===== config.mk =====
export PLATFORM = sky130hd
export DESIGN_NAME = pwm_shadow_commit
export DESIGN_NICKNAME = d
export VERILOG_FILES = /design/src/rtl/pwm_shd_pkg.sv /design/src/rtl/pwm_shd_regfile.sv /design/src/rtl/pwm_shd_commit.sv /design/src/rtl/pwm_shd_active.sv /design/src/rtl/pwm_shadow_commit.sv
export SDC_FILE = /design/constraint.sdc
export NUM_CORES = 1
export LEC_CHECK = 0
export CAP_MARGIN = 20
export CORE_UTILIZATION = 56
export DETAILED_ROUTE_END_ITERATION = 6
export DONT_BUFFER_PORTS = 1
export PLACE_DENSITY_LB_ADDON = 0.15
export SLEW_MARGIN = 20
export SYNTH_ARGS = -nofsm -noshare
export SYNTH_HDL_FRONTEND = slang
export SYNTH_HIERARCHICAL = 1
export SYNTH_SLANG_ARGS = --single-unit

===== constraint.sdc =====
create_clock -name clk -period 1.6 [get_ports clk]
set_clock_uncertainty 0.1 [all_clocks]
set_input_delay 0.16 -clock clk [delete_from_list [all_inputs] [get_ports clk]]
set_output_delay 0.16 -clock clk [all_outputs]
set_load 0.01 [all_outputs]

===== src/rtl/pwm_shd_pkg.sv =====
package pwm_shd_pkg;
    localparam int N_DUTY    = 4;
    localparam int DUTY_W    = 14;
    localparam int PER_W     = 12;
    localparam int DATA_W    = 16;
    localparam int ADDR_W    = 3;
    localparam int PER_ADDR  = N_DUTY;
    localparam int CTRL_ADDR = N_DUTY + 1;

    typedef logic [DUTY_W-1:0] duty_t;
    typedef logic [PER_W-1:0]  per_t;

    typedef struct packed {
        per_t                    period;
        duty_t [N_DUTY-1:0]      duty;
    } pwm_set_t;

    typedef enum logic [1:0] {
        WR_NONE,
        WR_BUF,
        WR_CTRL
    } wr_kind_e;

    function automatic wr_kind_e classify(input logic en, input logic [ADDR_W-1:0] a);
        if (!en)                          return WR_NONE;
        if (int'(a) <= PER_ADDR)          return WR_BUF;
        if (int'(a) == CTRL_ADDR)         return WR_CTRL;
        return WR_NONE;
    endfunction
endpackage


===== src/rtl/pwm_shd_regfile.sv =====
module pwm_shd_regfile
    import pwm_shd_pkg::*;
(
    input  logic              clk,
    input  logic              rst,
    input  logic              wr_en,
    input  logic [ADDR_W-1:0] wr_addr,
    input  logic [DATA_W-1:0] wr_data,
    output pwm_set_t          stage,
    output logic              stage_wr,
    output logic              lock_q,
    output logic              unlock
);
    wr_kind_e kind;

    always_comb begin
        kind     = classify(wr_en, wr_addr);
        stage_wr = (kind == WR_BUF);
        unlock   = (kind == WR_CTRL) && lock_q && !wr_data[0];
    end

    for (genvar ch = 0; ch < N_DUTY; ch++) begin : g_duty
        always_ff @(posedge clk) begin
            if (rst)
                stage.duty[ch] <= '0;
            else if (kind == WR_BUF && int'(wr_addr) == ch)
                stage.duty[ch] <= wr_data[DUTY_W-1:0];
        end
    end

    always_ff @(posedge clk) begin
        if (rst) begin
            stage.period <= '0;
            lock_q       <= 1'b0;
        end else begin
            if (kind == WR_BUF && int'(wr_addr) == PER_ADDR)
                stage.period <= wr_data[PER_W-1:0];
            if (kind == WR_CTRL)
                lock_q <= wr_data[0];
        end
    end
endmodule


===== src/rtl/pwm_shd_commit.sv =====
module pwm_shd_commit (
    input  logic clk,
    input  logic rst,
    input  logic stage_wr,
    input  logic boundary,
    input  logic lock_q,
    input  logic unlock,
    output logic xfer,
    output logic pend_q
);
    always_comb xfer = unlock || (boundary && !lock_q && pend_q);

    always_ff @(posedge clk) begin
        if (rst)
            pend_q <= 1'b0;
        else if (stage_wr)
            pend_q <= 1'b1;
        else if (xfer)
            pend_q <= 1'b0;
    end


    keep_pending_chk: assert property (@(posedge clk) disable iff (rst)
        stage_wr |=> pend_q);


    locked_hold_chk: assert property (@(posedge clk) disable iff (rst)
        (lock_q && !unlock) |-> !xfer);
endmodule


===== src/rtl/pwm_shd_active.sv =====
module pwm_shd_active
    import pwm_shd_pkg::*;
(
    input  logic     clk,
    input  logic     rst,
    input  logic     xfer,
    input  logic     unlock,
    input  pwm_set_t stage,
    output pwm_set_t live,
    output logic     updated_q
);
    for (genvar ch = 0; ch < N_DUTY; ch++) begin : g_live
        always_ff @(posedge clk) begin
            if (rst)       live.duty[ch] <= '0;
            else if (xfer) live.duty[ch] <= stage.duty[ch];
        end
    end

    always_ff @(posedge clk) begin
        if (rst) begin
            live.period <= '0;
            updated_q   <= 1'b0;
        end else begin
            if (xfer) live.period <= stage.period;
            updated_q <= xfer;
        end
    end


    quiet_stable_chk: assert property (@(posedge clk) disable iff (rst)
        !updated_q |-> $stable(live));


    unlock_commit_chk: assert property (@(posedge clk) disable iff (rst)
        unlock |=> (updated_q && live == $past(stage)));
endmodule


===== src/rtl/pwm_shadow_commit.sv =====
module pwm_shadow_commit
    import pwm_shd_pkg::*;
(
    input  logic                     clk,
    input  logic                     rst,
    input  logic                     wr_en,
    input  logic [ADDR_W-1:0]        wr_addr,
    input  logic [DATA_W-1:0]        wr_data,
    input  logic                     boundary_i,
    output logic [N_DUTY*DUTY_W-1:0] duty_o,
    output logic [PER_W-1:0]         period_o,
    output logic                     updated_o
);
    pwm_set_t stage, live;
    logic     stage_wr, lock_q, unlock, xfer, pend_q;

    pwm_shd_regfile u_regs (
        .clk(clk), .rst(rst), .wr_en(wr_en), .wr_addr(wr_addr), .wr_data(wr_data),
        .stage(stage), .stage_wr(stage_wr), .lock_q(lock_q), .unlock(unlock)
    );

    pwm_shd_commit u_commit (
        .clk(clk), .rst(rst), .stage_wr(stage_wr), .boundary(boundary_i),
        .lock_q(lock_q), .unlock(unlock), .xfer(xfer), .pend_q(pend_q)
    );

    pwm_shd_active u_live (
        .clk(clk), .rst(rst), .xfer(xfer), .unlock(unlock), .stage(stage),
        .live(live), .updated_q(updated_o)
    );

    for (genvar ch = 0; ch < N_DUTY; ch++) begin : g_out
        assign duty_o[ch*DUTY_W +: DUTY_W] = live.duty[ch];
    end
    assign period_o = live.period;
endmodule


; After elaboration in Yosys (flattened, before gate mapping)
; Index checks and enable logic that the tools add are counted.
[totals]
reg_bits = 139
input_bits = 23
wordCells = 48
out_inout_bits = 69
[op_classes]
muxes = 13
order_cmp = 1
n_reduce_logical = 14
eq_ne = 7
[op_table]
columns = operator, n
row1 = $eq A3 B3 Y1 const B, 4
row2 = $mux W2, 6
row3 = $logic_and A1 B1 Y1, 9
row4 = $mux W1, 7
row5 = $eq A3 B2 Y1 const B, 1
row6 = $le A3 B3 Y1 const B, 1
row7 = $logic_not A3 Y1, 1
row8 = $eq A2 B1 Y1 const B, 1
row9 = $eq A2 B2 Y1 const B, 1
row10 = $logic_not A1 Y1, 2
row11 = $reduce_bool A2 Y1, 1
row12 = $logic_or A1 B1 Y1, 1

; Longest topological paths before layout
; Gate-level depths: netlist of run 1.
[depth]
word_depth = 14
ltp_mapped = 9
ltp_nobuf = 6

; Hierarchy
; Netlist of run 1, hierarchy kept.
[modules_own_cells]
columns = mod, seq_area_each_um2, cells_each, n_inst, area_each_um2
row1 = pwm_shd_regfile, 1381.3, 250, 1, 2788.9
row2 = pwm_shd_active, 1381.3, 222, 1, 2432.3
row3 = pwm_shd_commit, 20.0, 7, 1, 56.3

; Worst setup path before layout of run 1
; OpenSTA, ideal clock, no wires.
[synth_path]
path_type = input to register
startpoint = input wr_addr[1]
endpoint = register, netlist name u_live/live[10]
t_required_ns = 1.383
n_path_buf = 3
path_slack_ns = 0.047
setup_time_ns = 0.117
path_stages = 9
arrival_ns = 1.336
cell_sequence = nand4b_1 nor3b_1 inv_1 o21ai_0 buf_4 buf_8 buf_8 mux2i_1 nor2_1
[synth_between]
elab_chain_len = 11
elab_cells_between_ends = 16
classes_between = 1 x order compare / 2 x eq/ne / 10 x mux / 3 x reduce/logical
[synth_rtl]
columns = element, line_no
row1 = "start, declared", pwm_shadow_commit.sv:7  ; input logic [ADDR_W-1:0] wr_addr,
row2 = "parallel branches: the longest is 5 deep, another holds $le A3 B3 Y1", -
row3 = $mux W2 *, pwm_shd_pkg.sv:27  ; if (int'(a) == CTRL_ADDR) return WR_CTRL;
row4 = $mux W2 *, pwm_shd_pkg.sv:26  ; if (int'(a) <= PER_ADDR) return WR_BUF;
row5 = $eq A2 B2 Y1 *, pwm_shd_regfile.sv:19  ; unlock = (kind == WR_CTRL) && lock_q && !wr_data[0];
row6 = $logic_and A1 B1 Y1 * (2 in a row), pwm_shd_regfile.sv:19
row7 = net unlock, pwm_shadow_commit.sv:15  ; logic stage_wr, lock_q, unlock, xfer, pend_q;
row8 = $logic_or A1 B1 Y1 *, pwm_shd_commit.sv:11  ; always_comb xfer = unlock || (boundary && !lock_q && pend_q);
row9 = net xfer, pwm_shadow_commit.sv:15
; Mark *: on every way through the listed nets, which the timed path passes. The select of a mux whose other input is x is not followed.
; A chain may end at the register's enable or synchronous reset.

; Worst setup path in the final report of run 1
[layout_path]
startpoint = register u_regs.lock_q
endpoint = register, netlist name u_live/live[64]
[layout_between]
elab_cells_between_ends = 6
classes_between = 6 x reduce/logical
[layout_lines]
columns = element, line_no
row1 = "start, declared", pwm_shd_regfile.sv:11  ; output logic lock_q,
row2 = "start signal, assigned", pwm_shd_regfile.sv:39  ; lock_q <= wr_data[0];
row3 = $logic_and A1 B1 Y1 (2 in a row), pwm_shd_regfile.sv:19
row4 = net unlock, pwm_shadow_commit.sv:15
row5 = $logic_or A1 B1 Y1, pwm_shd_commit.sv:11
row6 = net xfer, pwm_shadow_commit.sv:15
; The timed path passes the listed nets, and every way through them passes these cells.

==> metrics.yaml, run 1 <==
min_path:
  holdCritStartpoint: "rst"
  min_to: "u_live/live[24]$_SDFFE_PP0P_"
  hp-class: "in -> reg"
  min_delay_path_depth: 2
global_route:
  grt_pass1_vias: 3780
  grt_max_degree: 81
  grt_usage_pct: 25.82
  grt_pass1_wl_microns: 19220
  overflow: 0
  antenna_found_initial: 0
clock_tree:
  cts_tree: "done"
  cts_buffers: 17
  cts.sinks: 139
  htreeDepth: 4
  cts_buffer_depth: 2
  clock-root-buffer: "clkbuf_8"
  cts.clk_slew.worst_paths_ns: 0.06
  insertion_delay_ns: 0.51
timing:
  fin_crit_sh_pct: 98.60
  finalWorstSetupSlack_ns: 0.02245
  whs_ns: -0.08925
  finalSetupViolCount: 0
  worst_pin_slew_ns: 0.4444
  slew_headroom_pct: 70.37
  slew_violations: 0
  hold_viol_final: 70
  fmax_mhz: 633.9
  finalCriticalPeriod_ns: 1.578
route:
  drc: 0
  drt.antenna.violating_nets: 0
  wire_per_inst_microns: 18.12
  dr.pass1.iters: 4
  vias: 3691
  drtIter0Drc: 179
  via_per_inst: 5.349
  wl_microns: 12500
critical_path:
  worst-r2r-setup-slack_ns: 0.02
  crit_cells: 7
  required_ns: 1.88
  arrival_ns: 1.86
  path_delay_family: "buffers and inverters"
  setup.worst_path.end_class: "flip-flop"
  crit_start: "u_regs/lock_q$_SDFFE_PP0N_"
  r2r-start: "u_regs/lock_q$_SDFFE_PP0N_"
  critPathSlowestCell: "dfxtp_2"
  cp_common_cell: "buf_12"
  r2r_cells: 7
  worstSetupPathType: "reg -> reg"
  worstSetupStartpointType: "flip-flop"
  worstPathCellList: "nor3b_2, inv_1, o21ai_4, buf_12, buf_12, mux2i_2, nor2_1"
  cp_max_fo: 9
  cpPeakStageDelay_ns: 0.35
  worstReg2RegEnd: "u_live/live[64]$_SDFFE_PP0P_"
  crit_buf_inv: 3
placement:
  pre_cts_slack_ns: 0.01155
  hpwlAfterDp_microns: 6559
  placed_cells: 565
  place.gp.congestion: 0.7119
  io_buffers: 0
power_and_ir_drop:
  power.total_mw: 8.009
  combPwrFrac_pct: 5.1
  p_sw_mw: 1.705
  powerDensity_nw_per_um2: 1147
  irDropWorstVdd_uv: 752.4
  cell_internal_pwr_mw: 6.304
  power_frac_clock_pct: 50.7
  p_leak_nw: 2.680
  switching_share_pct: 21.29
  seq_power_share_pct: 44.2
yosys:
  synth-xor-area-share_pct: 0
  synthSimpleGateAreaFrac_pct: 16.93
  ys_ff_latch: 139
  synthAdderAreaFrac_pct: 0
  synth_top_area_cell: "dfxtp_1"
  syn-instance-count: 479
  yosysWarnings: 6
  ys_seq_area_share_pct: 52.73
  synth_compound_area_share_pct: 0.3082
  synthMuxAreaShare_pct: 25.98
  ys_top_cells_by_area: "dfxtp_1 53%, mux2i_1 26%, nand2b_1 9.8%, nor2_1 4.9%, clkbuf_1 1.1%"
  yosys.area.top_type_share_pct: 52.73
  syn_area_sq_um: 5278
  ys_types: 22
  syn_area_per_cell_sq_um: 11.02
  synth_nets: 502
  synth_top_family_by_area: "multiplexers"
floorplan:
  die_w_microns: 99.08
  pin_count: 92
  initial_core_util_pct: 57.39
  die_h_microns: 99.08
  core_area_sq_um: 9196
  dieArea_sq_um: 9817
  placementRows: 35
layout:
  antenna_cells: 0
  multiInputGateArea_sq_um: 2315
  fin_cells: 690
  n_fill_cell: 613
  final_util_pct: 75.95
  syn2layout_area_growth_pct: 32.34
  layout_common_cells: "138 x dfxtp_1, 134 x mux2i_1, 90 x dlygate4sd3_1"
  regArea_sq_um: 2784
  final_nets: 590
  drive_above_1_share_pct: 8.981
  final_common_cell: "dfxtp_1"
flow_run:
  maxCapViolCount: 0
run_status:
  violations: "hold timing"
  status: "complete, but fails checks"
repair_timing:
action                                 in CTS  in global routing
endpoints found under the hold margin     139                 71
hold buffers                               90                  1
resized for setup                           0                  6
setup endpoints to repair                   0                 36
setup buffers                               0                  1
routing by layer:
metal	global-route usage (%)	vias to the layer above	part of all wire, %
li1	-	1772	-
met1	29.99	1794	41
met2	43.84	105	51
met3	6.738	20	5.8
met4	13.57	0	2.2
met5	0	-	0
stage by stage:
step | hold slack, ns | setup TNS [ns] | area, sq um
after floorplan | 0.1324 | 0 | 5278
after global placement | 0.1401 | 0 | 5345
after detailed placement | 0.1422 | 0 | 5345
after CTS | -0.09864 | 0 | 6883
after global routing | -0.08843 | -1.391 | 6984
final | -0.08925 | 0 | 6984
flip-flops by register name, summed over array words and instances, names as in the netlist:
register          count
u_regs/stage         68
u_live/live          68
u_live/updated_q      1
u_regs/lock_q         1
u_commit/pend_q       1
power by group through the flow:
| stage | combinational, mW | clock, mW | sequential [mW] |
|---|---|---|---|
| after floorplan | 0.253 | 0 | 3.60 |
| after global placement | 0.271 | 0 | 3.61 |
| after detailed placement | 0.275 | 0 | 3.61 |
| after CTS | 0.385 | 4.12 | 3.54 |
| after global routing | 0.430 | 4.28 | 3.54 |
| final | 0.410 | 4.06 | 3.54 |
cells in the mapped netlist:
library cell	n
clkbuf_1	16
and4b_1	1
buf_6	1
nand4bb_1	3
nor3b_1	1
mux2i_1	137
buf_12	1
or4b_1	1
nor4bb_1	1
o21ai_0	2
nand4b_1	2
nand2b_4	1
a31oi_1	1
dfxtp_1	139
nor2_1	69
nor2b_1	1
inv_1	2
buf_8	2
buf_2	8
nand2b_1	83
buf_4	6
and2_1	1
how the worst max path moves through the flow:
stage / end / slack, ns
after floorplan: u_live/live[10]$_SDFFE_PP0P_ / 0.05
after global placement: u_live/live[32]$_SDFFE_PP0P_ / 0.06
after detailed placement: u_live/live[36]$_SDFFE_PP0P_ / 0.01
after CTS: u_live/live[36]$_SDFFE_PP0P_ / 0.03
after global routing: u_live/live[25]$_SDFFE_PP0P_ / -0.08
final: u_live/live[64]$_SDFFE_PP0P_ / 0.02
layout make-up:
class / count / area share (%)
clock inverters: 13 / 2.741
flip-flops and latches: 139 / 39.86
inverters: 2 / 0.1075
well taps: 111 / 1.989
clock buffers: 18 / 6.127
repair buffers: 103 / 16.03
multi-input cells: 304 / 33.14
logic make-up (layout without fill, tap and decap cells):
kind of cell,count (synthesis),after routing
compound gates,3,3
buf+inv,36,136
flops,139,139
mux,137,137
simple gates,164,164
Note: power is estimated with default switching activity, not from simulation.
==> inputs of run 2 (changes only) <==
--- a/config.mk
+++ b/config.mk
@@ -6,6 +6,7 @@
 export NUM_CORES = 1
 export LEC_CHECK = 0
 export CAP_MARGIN = 20
+export CORE_ASPECT_RATIO = 1.75
 export CORE_UTILIZATION = 56
 export DETAILED_ROUTE_END_ITERATION = 6
 export DONT_BUFFER_PORTS = 1
==> run 2 against run 1 <==
  * The run still ends with hold timing left
  * Sequential share of layout area is 1.0 points higher
  * Final cell count is 0.72% lower
  * Critical path depth stayed put
  * Combinational power is 16% lower
  * Register-to-register slack hardly changed
  * Sequential power hardly changed
  * Largest cell class unchanged
==> metrics.yaml, run 2 (synthesis results as in run 1) <==
route:
  wire_per_inst_microns: 17.89  # was 18.12 microns
  via_per_inst: 5.255  # was 5.349
  drt.antenna.violating_nets: 0  # unchanged
  drc: 0  # unchanged
  drtIter0Drc: 147  # was 179
  dr.pass1.iters: 4  # unchanged
  wl_microns: 12250  # was 12500 microns
  vias: 3600  # was 3691
power_and_ir_drop:
  irDropWorstVdd_uv: 890.6  # was 752.4 uV
  cell_internal_pwr_mw: 5.968  # was 6.304 mW
  powerDensity_nw_per_um2: 1123  # was 1147 nW/um^2
  p_sw_mw: 1.672  # was 1.705 mW
  power_frac_clock_pct: 49.2  # was 50.7%
  combPwrFrac_pct: 4.5  # was 5.1%
  seq_power_share_pct: 46.3  # was 44.2%
  switching_share_pct: 21.89  # was 21.29%
  power.total_mw: 7.641  # was 8.009 mW
  p_leak_nw: 2.586  # was 2.680 nW
layout:
  drive_above_1_share_pct: 8.850  # was 8.981%
  final_nets: 575  # was 590
  syn2layout_area_growth_pct: 28.92  # was 32.34%
  final_util_pct: 74.82  # was 75.95%
  fin_cells: 685  # was 690
  final_common_cell: "dfxtp_1"  # unchanged
  antenna_cells: 0  # unchanged
  layout_common_cells: "139 x dfxtp_1, 137 x mux2i_1, 83 x nand2b_1"  # was 138 x dfxtp_1, 134 x mux2i_1, 90 x dlygate4sd3_1
  largest_registers: "u_live/live (68), u_regs/stage (68)"  # unchanged
clock_tree:
  insertion_delay_ns: 0.41  # was 0.51 ns
  cts_hold_buf: 74  # was 90
  cts.sinks: 139  # unchanged
  cts.clk_slew.worst_paths_ns: 0.06  # about the same
  cts_buffers: 17  # unchanged
  cts_tree: "done"  # unchanged
  clock-root-buffer: "clkbuf_16"  # was clkbuf_8
  cts_buffer_depth: 2  # unchanged
  htreeDepth: 4  # unchanged
timing:
  finalCriticalPeriod_ns: 1.571  # was 1.578 ns
  fin_crit_sh_pct: 98.20  # was 98.60%
  fmax_mhz: 636.5  # was 633.9 MHz
  hold_viol_final: 70  # unchanged
  worst_pin_slew_ns: 0.4598  # was 0.4444 ns
  whs_ns: -0.2844  # was -0.08925 ns
  slew_violations: 0  # unchanged
  finalSetupViolCount: 0  # unchanged
  slew_headroom_pct: 69.34  # was 70.37%
  tns_ns: 0  # unchanged
placement:
  hpwlAfterDp_microns: 6768  # was 6559 microns
  place.gp.congestion: 0.7387  # was 0.7119
  io_buffers: 0  # unchanged
  placed_cells: 574  # was 565
critical_path:
  required_ns: 1.80  # was 1.88 ns
  worstSetupStartpointType: "flip-flop"  # unchanged
  worstSetupPathType: "reg -> reg"  # unchanged
  setup.worst_path.end_class: "flip-flop"  # unchanged
  r2r_cells: 7  # unchanged
  arrival_ns: 1.77  # was 1.86 ns
  cp_max_fo: 10  # was 9
floorplan:
  core_area_sq_um: 9094  # was 9196 sq um
  dieArea_sq_um: 9832  # was 9817 sq um
  placementRows: 46  # was 35
  die_w_microns: 75.39  # was 99.08 microns
  pin_count: 92  # unchanged
  initial_core_util_pct: 58.04  # was 57.39%
  die_h_microns: 130.4  # was 99.08 microns
run_status:
  violations: "hold timing"  # unchanged
  status: "complete, but fails checks"  # unchanged
flow_run:
  maxCapViolCount: 0  # unchanged
min_path:
  hp-class: "in -> reg"  # unchanged
  min_delay_path_depth: 1  # was 2
global_route:
  grt_max_degree: 154  # was 81
  grt_pass1_vias: 3467  # was 3780
  grt_pass1_wl_microns: 18100  # was 19220 microns
  overflow: 0  # unchanged
  grt_usage_pct: 25.39  # was 25.82%
  antenna_found_initial: 0  # unchanged
## run 2: cell types whose count changed in the layout (fill, tap and decap cells not counted), moves of 3 or more
cell	previous run	this run
dlygate4sd3_1	90	74
bufinv_16	4	1
clkbuf_16	18	21
clkinvlp_4	3	6
mux2i_1	134	137
mux2i_2	3	0
## run 2: through the flow
stage	area, sq um	worst slack (ns)
3_3_place_gp	5356	0.05147
4_1_cts	6679	0.06710
2_1_floorplan	5278	0.04732
5_1_grt	6804	-0.01551
6_report	6804	0.02879
3_5_place_dp	5356	0.009051
## run 2: cell type report
type	instances	area [sq um]
Clock buffer	20	466.7
Clock inverter	12	115.1
Fill cell	683	2290
Inverter	2	7.507
Multi-Input combinational cell	304	2303
Sequential cell	139	2783
Tap cell	120	150.1
Timing Repair Buffer	88	978.4
## run 2: worst max-delay path, cell delays in order, from the launching register on
cell,delay [ns]
dfxtp_1,0.37
nor3b_2,0.19
inv_1,0.10
o21ai_4,0.07
buf_12,0.18
buf_12,0.16
mux2i_1,0.23
nor2_1,0.06
## run 2: power groups by stage
stage	sequential (mW)	combinational, mW	clock [mW]
2_1_floorplan	3.60	0.253	0
3_3_place_gp	3.61	0.270	0
3_5_place_dp	3.61	0.274	0
4_1_cts	3.54	0.312	3.81
5_1_grt	3.54	0.363	3.96
6_report	3.54	0.346	3.76
## run 2: final timing paths
kind	slack, ns	start	to
max reg2reg	0.03	u_regs/lock_q$_SDFFE_PP0N_	u_live/live[55]$_SDFFE_PP0P_
min	-0.28	rst	u_live/live[36]$_SDFFE_PP0P_
min reg2reg	0.40	u_regs/stage[10]$_SDFFE_PP0P_	u_live/live[10]$_SDFFE_PP0P_
max	0.03	u_regs/lock_q$_SDFFE_PP0N_	u_live/live[55]$_SDFFE_PP0P_
## run 2: what timing repair did
item                                    in CTS  in global routing
buffers inserted                             0                  1
hold endpoints to repair                   139                 70
endpoints found under the setup margin       0                 65
resized for setup                            0                  1
## run 2: routing by layer
layer / track usage [%] / vias up / wire, microns
li1: - / 1742 / -
met1: 30.81 / 1751 / 5192
met2: 41.07 / 88 / 6194
met3: 7.822 / 19 / 589
met4: 10.78 / 0 / 276
met5: 0 / - / 0
